### src/rtl/bbs_pkg.sv
package bbs_pkg;

  typedef enum logic [4:0] {
    ST_RST_LO, ST_RST_HI, ST_RD_ID, ST_RD_CFG,
    ST_TM_SYNC, ST_TM_BACK, ST_TM_FRONT, ST_TM_HACT, ST_TM_VACT,
    ST_FMT, ST_LANES, ST_CFG_LP, ST_PLL, ST_VC, ST_LPDIV, ST_PLL_EN,
    ST_LOCK, ST_SZ_A, ST_CMD_A, ST_DLY_A, ST_SZ_B, ST_CMD_B, ST_DLY_B,
    ST_CFG_HS, ST_END
  } step_e;

  typedef enum logic [1:0] {K_WAIT, K_READ, K_WRITE, K_END} kind_e;

  typedef enum logic [1:0] {F_IDLE, F_PREP, F_ACC, F_WAIT} fsm_e;

  localparam int AW = 8;
  localparam int DW = 16;

  localparam logic [AW-1:0] A_ID     = 8'hB0;
  localparam logic [AW-1:0] A_SYNC   = 8'hB1;
  localparam logic [AW-1:0] A_BACK   = 8'hB2;
  localparam logic [AW-1:0] A_FRONT  = 8'hB3;
  localparam logic [AW-1:0] A_HACT   = 8'hB4;
  localparam logic [AW-1:0] A_VACT   = 8'hB5;
  localparam logic [AW-1:0] A_FMT    = 8'hB6;
  localparam logic [AW-1:0] A_CFG    = 8'hB7;
  localparam logic [AW-1:0] A_VC     = 8'hB8;
  localparam logic [AW-1:0] A_PLLEN  = 8'hB9;
  localparam logic [AW-1:0] A_PLL    = 8'hBA;
  localparam logic [AW-1:0] A_LPDIV  = 8'hBB;
  localparam logic [AW-1:0] A_PKTSZ  = 8'hBC;
  localparam logic [AW-1:0] A_PKT    = 8'hBF;
  localparam logic [AW-1:0] A_LANES  = 8'hDE;

  localparam logic [DW-1:0] ID_VALUE  = 16'h2828;
  localparam logic [DW-1:0] CFG_RESET = 16'h0301;

  // configuration register bit positions used by the sequence
  localparam int CB_HSDATA = 0;
  localparam int CB_HSCLK  = 1;
  localparam int CB_VIDEN  = 3;
  localparam int CB_PCLKREF = 5;
  localparam int CB_CMDSET = 6;

  localparam logic [7:0] CMD_EXIT_SLEEP = 8'h11;
  localparam logic [7:0] CMD_DISP_ON    = 8'h29;
  localparam logic [1:0] MODE_BURST     = 2'd2;

endpackage

### src/rtl/bbs_wait_timer.sv
module bbs_wait_timer #(
  parameter int W = 24
) (
  input  logic         clk,
  input  logic         rst,
  input  logic         load,
  input  logic [W-1:0] value,
  output logic         expired
);
  logic [W-1:0] cnt;

  always_ff @(posedge clk) begin
    if (rst)              cnt <= '0;
    else if (load)        cnt <= value;
    else if (cnt != '0)   cnt <= cnt - 1'b1;
  end

  assign expired = (cnt == '0);

  // a drained counter stays drained until reloaded (R8 waits end once)
  assert_timer_hold_R8: assert property (@(posedge clk) disable iff (rst)
    (cnt == '0 && !load) |=> (cnt == '0));
endmodule

### src/rtl/bbs_cfg_shadow.sv
module bbs_cfg_shadow
  import bbs_pkg::*;
(
  input  logic          clk,
  input  logic          rst,
  input  logic          init,
  input  logic          load,
  input  logic [DW-1:0] load_val,
  output logic [DW-1:0] shadow
);
  always_ff @(posedge clk) begin
    if (rst || init) shadow <= CFG_RESET;
    else if (load)   shadow <= load_val;
  end

  // the command-set and clock-lane bits are never cleared once loaded
  assert_shadow_lp_R7: assert property (@(posedge clk) disable iff (rst)
    load |=> (shadow[CB_CMDSET] && shadow[CB_HSCLK]));
endmodule

### src/rtl/bbs_step_decode.sv
module bbs_step_decode
  import bbs_pkg::*;
#(
  parameter int WAIT_W     = 26,
  parameter int CYC_PER_MS = 250000,
  parameter int RST_CYC    = 2500000,
  parameter int LOCK_CYC   = 125000,
  parameter int DLY_W      = 8
) (
  input  step_e             step,
  input  logic              readback_en,
  input  logic [7:0]        hsync_len,
  input  logic [7:0]        vsync_len,
  input  logic [7:0]        hback,
  input  logic [7:0]        vback,
  input  logic [7:0]        hfront,
  input  logic [7:0]        vfront,
  input  logic [15:0]       hactive,
  input  logic [15:0]       vactive,
  input  logic [4:0]        depth,
  input  logic              loose18,
  input  logic [2:0]        lanes,
  input  logic [DW-1:0]     pll_word,
  input  logic [DW-1:0]     lpdiv_word,
  input  logic [15:0]       ref_khz,
  input  logic [DLY_W-1:0]  dly_sleep_ms,
  input  logic [DLY_W-1:0]  dly_disp_ms,
  input  logic [DW-1:0]     shadow,
  output kind_e             kind,
  output logic [AW-1:0]     addr,
  output logic [DW-1:0]     wdata,
  output logic [DW-1:0]     expect_val,
  output logic [WAIT_W-1:0] wait_cyc,
  output logic              fmt_bad,
  output step_e             next_step
);
  logic [1:0]    fmt;
  logic [7:0]    hsum, vsum;
  logic [DW-1:0] cfg_lp, cfg_hs;

  assign hsum = hsync_len + hback;
  assign vsum = vsync_len + vback;

  always_comb begin
    fmt_bad = 1'b0;
    fmt     = 2'd0;
    case (depth)
      5'd16:   fmt = 2'd0;
      5'd18:   fmt = loose18 ? 2'd2 : 2'd1;
      5'd24:   fmt = 2'd3;
      default: fmt_bad = 1'b1;
    endcase
  end

  always_comb begin
    cfg_lp = shadow;
    cfg_lp[CB_HSDATA] = 1'b0;
    cfg_lp[CB_HSCLK]  = 1'b1;
    cfg_lp[CB_CMDSET] = 1'b1;
    if (ref_khz == '0) cfg_lp[CB_PCLKREF] = 1'b1;
    cfg_hs = shadow;
    cfg_hs[CB_HSDATA] = 1'b1;
    cfg_hs[CB_VIDEN]  = 1'b1;
  end

  always_comb begin
    kind       = K_WRITE;
    addr       = '0;
    wdata      = '0;
    expect_val = '0;
    wait_cyc   = '0;
    next_step  = step_e'(step + 5'd1);
    case (step)
      ST_RST_LO: begin kind = K_WAIT; wait_cyc = WAIT_W'(RST_CYC); end
      ST_RST_HI: begin
        kind      = K_WAIT;
        wait_cyc  = WAIT_W'(RST_CYC);
        next_step = readback_en ? ST_RD_ID : ST_TM_SYNC;
      end
      ST_RD_ID:    begin kind = K_READ; addr = A_ID;  expect_val = ID_VALUE; end
      ST_RD_CFG:   begin kind = K_READ; addr = A_CFG; expect_val = shadow;   end
      ST_TM_SYNC:  begin addr = A_SYNC;  wdata = {vsync_len, hsync_len}; end
      ST_TM_BACK:  begin addr = A_BACK;  wdata = {vsum, hsum};           end
      ST_TM_FRONT: begin addr = A_FRONT; wdata = {vfront, hfront};       end
      ST_TM_HACT:  begin addr = A_HACT;  wdata = hactive;                end
      ST_TM_VACT:  begin addr = A_VACT;  wdata = vactive;                end
      ST_FMT:      begin addr = A_FMT;   wdata = {12'd0, MODE_BURST, fmt}; end
      ST_LANES:    begin addr = A_LANES; wdata = {13'd0, lanes - 3'd1};  end
      ST_CFG_LP:   begin addr = A_CFG;   wdata = cfg_lp;                 end
      ST_PLL:      begin addr = A_PLL;   wdata = pll_word;               end
      ST_VC:       begin addr = A_VC;    wdata = '0;                     end
      ST_LPDIV:    begin addr = A_LPDIV; wdata = lpdiv_word;             end
      ST_PLL_EN:   begin addr = A_PLLEN; wdata = 16'd1;                  end
      ST_LOCK:     begin kind = K_WAIT;  wait_cyc = WAIT_W'(LOCK_CYC);   end
      ST_SZ_A, ST_SZ_B: begin addr = A_PKTSZ; wdata = 16'd1; end
      ST_CMD_A:    begin addr = A_PKT;   wdata = {8'd0, CMD_EXIT_SLEEP}; end
      ST_CMD_B:    begin addr = A_PKT;   wdata = {8'd0, CMD_DISP_ON};    end
      ST_DLY_A: begin
        kind     = K_WAIT;
        wait_cyc = WAIT_W'(dly_sleep_ms) * WAIT_W'(CYC_PER_MS);
      end
      ST_DLY_B: begin
        kind     = K_WAIT;
        wait_cyc = WAIT_W'(dly_disp_ms) * WAIT_W'(CYC_PER_MS);
      end
      ST_CFG_HS:   begin addr = A_CFG;   wdata = cfg_hs;                 end
      default:     begin kind = K_END;   next_step = ST_END;             end
    endcase
  end
endmodule

### src/rtl/bridge_bringup_seq.sv
module bridge_bringup_seq
  import bbs_pkg::*;
#(
  parameter int CLK_HZ  = 250_000_000,
  parameter int RST_MS  = 10,
  parameter int LOCK_US = 500,
  parameter int DLY_W   = 8
) (
  input  logic              clk,
  input  logic              rst,
  input  logic              start,
  input  logic              readback_en,
  input  logic [7:0]        hsync_len,
  input  logic [7:0]        vsync_len,
  input  logic [7:0]        hback,
  input  logic [7:0]        vback,
  input  logic [7:0]        hfront,
  input  logic [7:0]        vfront,
  input  logic [15:0]       hactive,
  input  logic [15:0]       vactive,
  input  logic [4:0]        depth,
  input  logic              loose18,
  input  logic [2:0]        lanes,
  input  logic [15:0]       pll_word,
  input  logic [15:0]       lpdiv_word,
  input  logic [15:0]       ref_khz,
  input  logic [DLY_W-1:0]  dly_sleep_ms,
  input  logic [DLY_W-1:0]  dly_disp_ms,
  output logic              acc_req,
  output logic              acc_wr,
  output logic [7:0]        acc_addr,
  output logic [15:0]       acc_wdata,
  input  logic              acc_ack,
  input  logic [15:0]       acc_rdata,
  output logic              bridge_rst_n,
  output logic              done,
  output logic              err
);
  localparam int CYC_PER_MS = CLK_HZ / 1000;
  localparam int RST_CYC    = CYC_PER_MS * RST_MS;
  localparam int LOCK_CYC   = CYC_PER_MS * LOCK_US / 1000;
  localparam int DLY_MAX    = CYC_PER_MS * ((1 << DLY_W) - 1);
  localparam int MAX_A      = (RST_CYC > LOCK_CYC) ? RST_CYC : LOCK_CYC;
  localparam int MAX_WAIT   = (MAX_A > DLY_MAX) ? MAX_A : DLY_MAX;
  localparam int WAIT_W     = $clog2(MAX_WAIT + 1);

  fsm_e               fsm;
  step_e              step, next_step;
  kind_e              kind;
  logic [AW-1:0]      d_addr;
  logic [DW-1:0]      d_wdata, d_expect, shadow;
  logic [WAIT_W-1:0]  wait_cyc;
  logic               fmt_bad, tmr_load, tmr_expired, sh_init, sh_load;

  bbs_step_decode #(
    .WAIT_W(WAIT_W), .CYC_PER_MS(CYC_PER_MS), .RST_CYC(RST_CYC),
    .LOCK_CYC(LOCK_CYC), .DLY_W(DLY_W)
  ) i_decode (
    .step(step), .readback_en(readback_en),
    .hsync_len(hsync_len), .vsync_len(vsync_len), .hback(hback), .vback(vback),
    .hfront(hfront), .vfront(vfront), .hactive(hactive), .vactive(vactive),
    .depth(depth), .loose18(loose18), .lanes(lanes), .pll_word(pll_word),
    .lpdiv_word(lpdiv_word), .ref_khz(ref_khz), .dly_sleep_ms(dly_sleep_ms),
    .dly_disp_ms(dly_disp_ms), .shadow(shadow), .kind(kind), .addr(d_addr),
    .wdata(d_wdata), .expect_val(d_expect), .wait_cyc(wait_cyc),
    .fmt_bad(fmt_bad), .next_step(next_step)
  );

  assign tmr_load = (fsm == F_PREP) && (kind == K_WAIT);

  bbs_wait_timer #(.W(WAIT_W)) i_timer (
    .clk(clk), .rst(rst), .load(tmr_load), .value(wait_cyc),
    .expired(tmr_expired)
  );

  assign sh_init = (fsm == F_IDLE) && start;
  assign sh_load = (fsm == F_ACC) && acc_ack && acc_wr && (acc_addr == A_CFG);

  bbs_cfg_shadow i_shadow (
    .clk(clk), .rst(rst), .init(sh_init), .load(sh_load),
    .load_val(acc_wdata), .shadow(shadow)
  );

  always_ff @(posedge clk) begin
    if (rst) begin
      fsm          <= F_IDLE;
      step         <= ST_RST_LO;
      acc_req      <= 1'b0;
      acc_wr       <= 1'b0;
      acc_addr     <= '0;
      acc_wdata    <= '0;
      bridge_rst_n <= 1'b1;
      done         <= 1'b0;
      err          <= 1'b0;
    end else begin
      case (fsm)
        F_IDLE: if (start) begin
          step <= ST_RST_LO;
          done <= 1'b0;
          err  <= 1'b0;
          fsm  <= F_PREP;
        end
        F_PREP: case (kind)
          K_WAIT: begin
            if (step == ST_RST_LO) bridge_rst_n <= 1'b0;
            fsm <= F_WAIT;
          end
          K_END: begin
            done <= 1'b1;
            fsm  <= F_IDLE;
          end
          default: begin
            if (step == ST_FMT && fmt_bad) begin
              err <= 1'b1;
              fsm <= F_IDLE;
            end else begin
              acc_req   <= 1'b1;
              acc_wr    <= (kind == K_WRITE);
              acc_addr  <= d_addr;
              acc_wdata <= d_wdata;
              fsm       <= F_ACC;
            end
          end
        endcase
        F_ACC: if (acc_ack) begin
          acc_req <= 1'b0;
          if (!acc_wr && acc_rdata != d_expect) begin
            err <= 1'b1;
            fsm <= F_IDLE;
          end else begin
            step <= next_step;
            fsm  <= F_PREP;
          end
        end
        default: if (tmr_expired) begin
          if (step == ST_RST_LO) bridge_rst_n <= 1'b1;
          step <= next_step;
          fsm  <= F_PREP;
        end
      endcase
    end
  end

  assert_req_hold_R11: assert property (@(posedge clk) disable iff (rst)
    (acc_req && !acc_ack) |=> (acc_req && $stable(acc_addr) &&
                               $stable(acc_wdata) && $stable(acc_wr)));
  assert_req_drop_R11: assert property (@(posedge clk) disable iff (rst)
    (acc_req && acc_ack) |=> !acc_req);
  assert_quiet_in_reset_R2: assert property (@(posedge clk) disable iff (rst)
    !bridge_rst_n |-> !acc_req);
  assert_flags_excl_R10: assert property (@(posedge clk) disable iff (rst)
    !(done && err));
  assert_cfg_write_bits_R7: assert property (@(posedge clk) disable iff (rst)
    (acc_req && acc_wr && acc_addr == A_CFG) |-> (acc_wdata[CB_CMDSET] && acc_wdata[CB_HSCLK]));
  assert_fmt_mode_R5: assert property (@(posedge clk) disable iff (rst)
    (acc_req && acc_wr && acc_addr == A_FMT) |-> (acc_wdata[15:2] == 14'd2));
  assert_no_req_waiting_R8: assert property (@(posedge clk) disable iff (rst)
    (fsm == F_WAIT) |-> !acc_req);
endmodule

### config.mk
export PLATFORM = sky130hd
export DESIGN_NAME = bridge_bringup_seq
export DESIGN_NICKNAME = d
export VERILOG_FILES = /design/src/rtl/bbs_pkg.sv /design/src/rtl/bbs_wait_timer.sv /design/src/rtl/bbs_cfg_shadow.sv /design/src/rtl/bbs_step_decode.sv /design/src/rtl/bridge_bringup_seq.sv
export SDC_FILE = /design/constraint.sdc
export NUM_CORES = 1
export LEC_CHECK = 0
export BUFFER_PORTS_ARGS = -buffer_cell sky130_fd_sc_hd__buf_2
export CAP_MARGIN = 0
export CORE_ASPECT_RATIO = 1.4
export CORE_UTILIZATION = 50
export CTS_BUF_LIST = sky130_fd_sc_hd__clkbuf_16
export CTS_CLUSTER_SIZE = 10
export DETAILED_ROUTE_END_ITERATION = 8
export HOLD_SLACK_MARGIN = 0.08
export PLACE_DENSITY = 0.8
export SETUP_SLACK_MARGIN = 0.15
export SYNTH_ARGS = -nofsm -noshare
export SYNTH_HDL_FRONTEND = slang
export SYNTH_SLANG_ARGS = --single-unit
### constraint.sdc
create_clock -name clk -period 4.5 [get_ports clk]
set_clock_uncertainty 0.15 [all_clocks]
set_input_delay 0.225 -clock clk [delete_from_list [all_inputs] [get_ports clk]]
set_output_delay 0.225 -clock clk [all_outputs]
set_load 0.03 [all_outputs]
==> summary.md <==
| Metric | Value |
|---|---|
| Initial core utilization | `51.6%` |
| Delay-heaviest family, CP | `adder cells` |
| Core ar. | `18200 µm²` |
| Lkg Pwr | `0.00511 µW` |
| R2R cell count | `11` |
| WS Path Type | `in2reg` |
| Share of the synthesized area in the top cell type | `18.2%` |
| Layout cells sized above 1 | `19.1%` |
| Sequential area share after synthesis | `16.4%` |
| Final setup vio count | `0` |
| DP Cell Count | `1615` |
| Worst-path fanout max | `6` |
| Asr flop ratio synth | `0%` |
| Cells along the critical path | `buf_2 -> fa_1 -> ha_1 -> inv_1 -> fa_1 -> fa_1 -> inv_1 -> ha_1 -> and3_1 -> and3_1 -> a221oi_1 -> buf_4 -> o31ai_1 -> xor2_1 -> a221oi_1 -> a211oi_1` |
| Rel. slew slack | `18.1%` |
| I/O pin count | `~200` |
| Delay of the slowest cell on the worst path | `roughly 0.55 ns` |
| Area Growth Syn to Fin | `17.9%` |
| Ant diodes | `0` |
| Reg2Reg Launch Point | `step[0]` |
| CP Launch Type | `input port` |
| Required @ worst endpoint | `4.55 ns` |
| Avg WL per Cell | `~19 µm` |
| Top-count cell post-synth | `ha_1` |
| Status | `completed` |
| Initial antenna violation count | `0` |
| Post-synth top cells | `ha_1, inv_1, a21oi_1, nand2_1, nor2_1` |
| Seq cells post-synth | `77` |
| Hold WS | `0.0913 ns` |
| Buf+Inv Stages, Crit Path | `4` |
| Final hold viol count | `0` |
| Crit path DAT | `4.04 ns` |
| Worst slack at placement | `approximately 0.13 ns` |
| Worst skew pair latency | `0.35 ns` |
| Critical-path top delay cell | `fa_1` |
| Non-filler cells, final | `1633` |
| Cts bufs inserted | `9` |
| Max-capacitance violation count | `0` |
| Synth Net Count | `1546` |
| Critical path origin | `dly_disp_ms[2]` |
| CP Capture Point | `i_timer.cnt[23]` |
| Syn Inst Count | `1199` |
| CP Capture Type | `flop` |
| Setup TNS Final | `0 ns` |
| Design Power | `~4500 µW` |
| Synth Cell Area | `roughly 9400 µm²` |
| H-tree levels | `3` |
| Yosys warnings | `0` |
| Ys flop type | `dfxtp_1` |
| Setup repair after global routing missed its margin | `false` |
| Final setup margin | `roughly 0.5 ns` |
| Layout net count | `roughly 1.7k` |
| Num rows | `58` |
| Top sig layer | `met4` |
| IO buf count | `around 200` |
| Fmax | `250 MHz` |
| CTS tree | `yes` |
| Root Driver | `clkbuf_16` |
| Overflow after GRT | `0` |
| Period utilization | `about nine tenths` |
| Max VDD drop | `345 µV` |
| Die Height | `164 µm` |
| Total number of vias | `9904` |
| Global-route wire length before repair | `48300 µm` |
| Post-synth EDFFs | `0` |
| Largest net degree at the start of global routing | `50` |
| Post-DP HPWL | `approximately 26000 µm` |
| Most Frequent Cell on Critical Path | `fa_1` |
| CTS Buffer Depth | `2` |
| Slew Limit Fails | `0` |
| GRT Total Usage | `32.0%` |
| WP depth | `16` |
| Top cells by area, synth | `ha_1, dfxtp_1, fa_1` |
| R2R Path End | `i_timer.cnt[4]` |
| Drc violations | `0` |
| Post-CTS setup buffer count | `0` |
| Dominant cell type by area after synthesis | `ha_1` |
| HP Class | `in2reg` |
| Worst-Margin Slew | `1.22 ns` |
| PostCTS Resize Cnt | `0` |
| Clock Sink Count | `a little under 80` |
| Met2 wire length | `15900 µm` |
| Vias/cell | `6.06` |
| Pwr per Cell Area | `408 nW/µm²` |
| Pre-antenna DRT Iters | `5` |
| Period minus WS final | `4.00 ns` |
| Final ANT Viol Nets | `0` |
| CTS Hold Bufs | `1` |
| Total Wirelength | `31300 µm` |
| Wire length on met1 | `10900 µm` |
| Synthesized area per cell | `a little under 8 µm²` |
| Die span in x | `118 µm` |
| Gpl congestion | `1.01` |
| Clock transition at the registers of the reported paths | `approximately 0.06 ns` |
| DR WL met3 | `about 1900 µm` |
| Setup slack, reg-to-reg | `0.61 ns` |
| Die Area | `19300 µm²` |
| Vias in the first global route | `9580` |
| Library cells used by synthesis | `71` |
| First-iteration detailed-routing DRC count | `763` |
-- through the flow --
step / utilization [%] / instance area [µm²]
finish: 60.8 / 11100
global route: 60.8 / 11100
CTS: 60.8 / 11100
detailed placement: 58.9 / 10700
global placement: 58.9 / 10700
floorplan: - / 9390
-- area by class of cell --
| class | instances | area [µm²] |
|---|---|---|
| clock inverter | 7 | 113 |
| tap | 240 | 300 |
| fill | 1655 | 7140 |
| sequential | 77 | 1540 |
| clock buffer | 9 | 225 |
| multi-input combinational | 957 | 7240 |
| inverter | 111 | 417 |
| timing repair buffer | 232 | 1240 |
-- layer usage --
metal | global-route usage [%] | vias to the layer above
li1 | - | 4706
met1 | 30.8 | 4634
met2 | 59.6 | 442
met3 | 5.17 | 122
met4 | 27.2 | 0
met5 | 0 | -
-- cell usage in the layout (no fill, tap or decap), drive strengths merged, types with 12 or more instances in the layout --
cell	n
a211oi	20
a21o	12
a21oi	99
a221oi	18
a22oi	51
a31oi	12
buf	230
dfxtp	77
fa	36
ha	137
inv	111
nand2	96
nand2b	22
nand3	31
nor2	96
nor3	33
nor4	14
o21ai	48
xnor2	43
xor2	29
-- registers in the layout, indices dropped and copies added, names as in the netlist --
name,cells
acc_addr,7
acc_req,1
acc_wdata,16
acc_wr,1
bridge_rst_n,1
done,1
err,1
fsm,2
i_shadow.shadow,16
i_timer.cnt,26
step,5
-- worst register-to-register path: cells and delay by family, from the launching register on --
family / cells / cell delay [ns]
and+or+nand+nor: 4 / 1.28
AOI/OAI and AO/OA: 3 / 1.00
DFF: 1 / 0.36
adders and majority gates: 3 / 0.82
buffers and inverters: 1 / 0.17
-- power by group --
part	total [µW]	leakage (µW)	internal, µW	switching (µW)
clock	844	0.000167	540	304
combinational	2780	0.00431	1140	1640
sequential	890	0.000626	788	102
-- kinds of logic (layout without fill, tap and decap cells) --
group	count (synthesis)	count (layout)	synth area share (%)
AOI/OAI and AO/OA	335	335	23.8
xor gates and xnor gates	72	72	6.71
adders and majority gates	173	173	25.9
buffers and inverters	165	359	6.63
DFF	77	77	16.4
muxes	8	8	0.866
and+or+nand+nor	369	369	19.6
-- worst min-delay path by stage --
stage | start | endpoint | slack [ns] | cells past startpoint
floorplan | start | i_shadow.shadow[0] | 0.24 | 2
global placement | acc_wdata[2] | i_shadow.shadow[2] | 0.31 | 2
detailed placement | acc_wdata[10] | i_shadow.shadow[10] | 0.33 | 2
CTS | start | i_shadow.shadow[8] | 0.09 | 3
global route | start | i_shadow.shadow[0] | 0.12 | 3
finish | start | i_shadow.shadow[0] | 0.09 | 3
No activity file was read; power rests on OpenSTA's default activity.
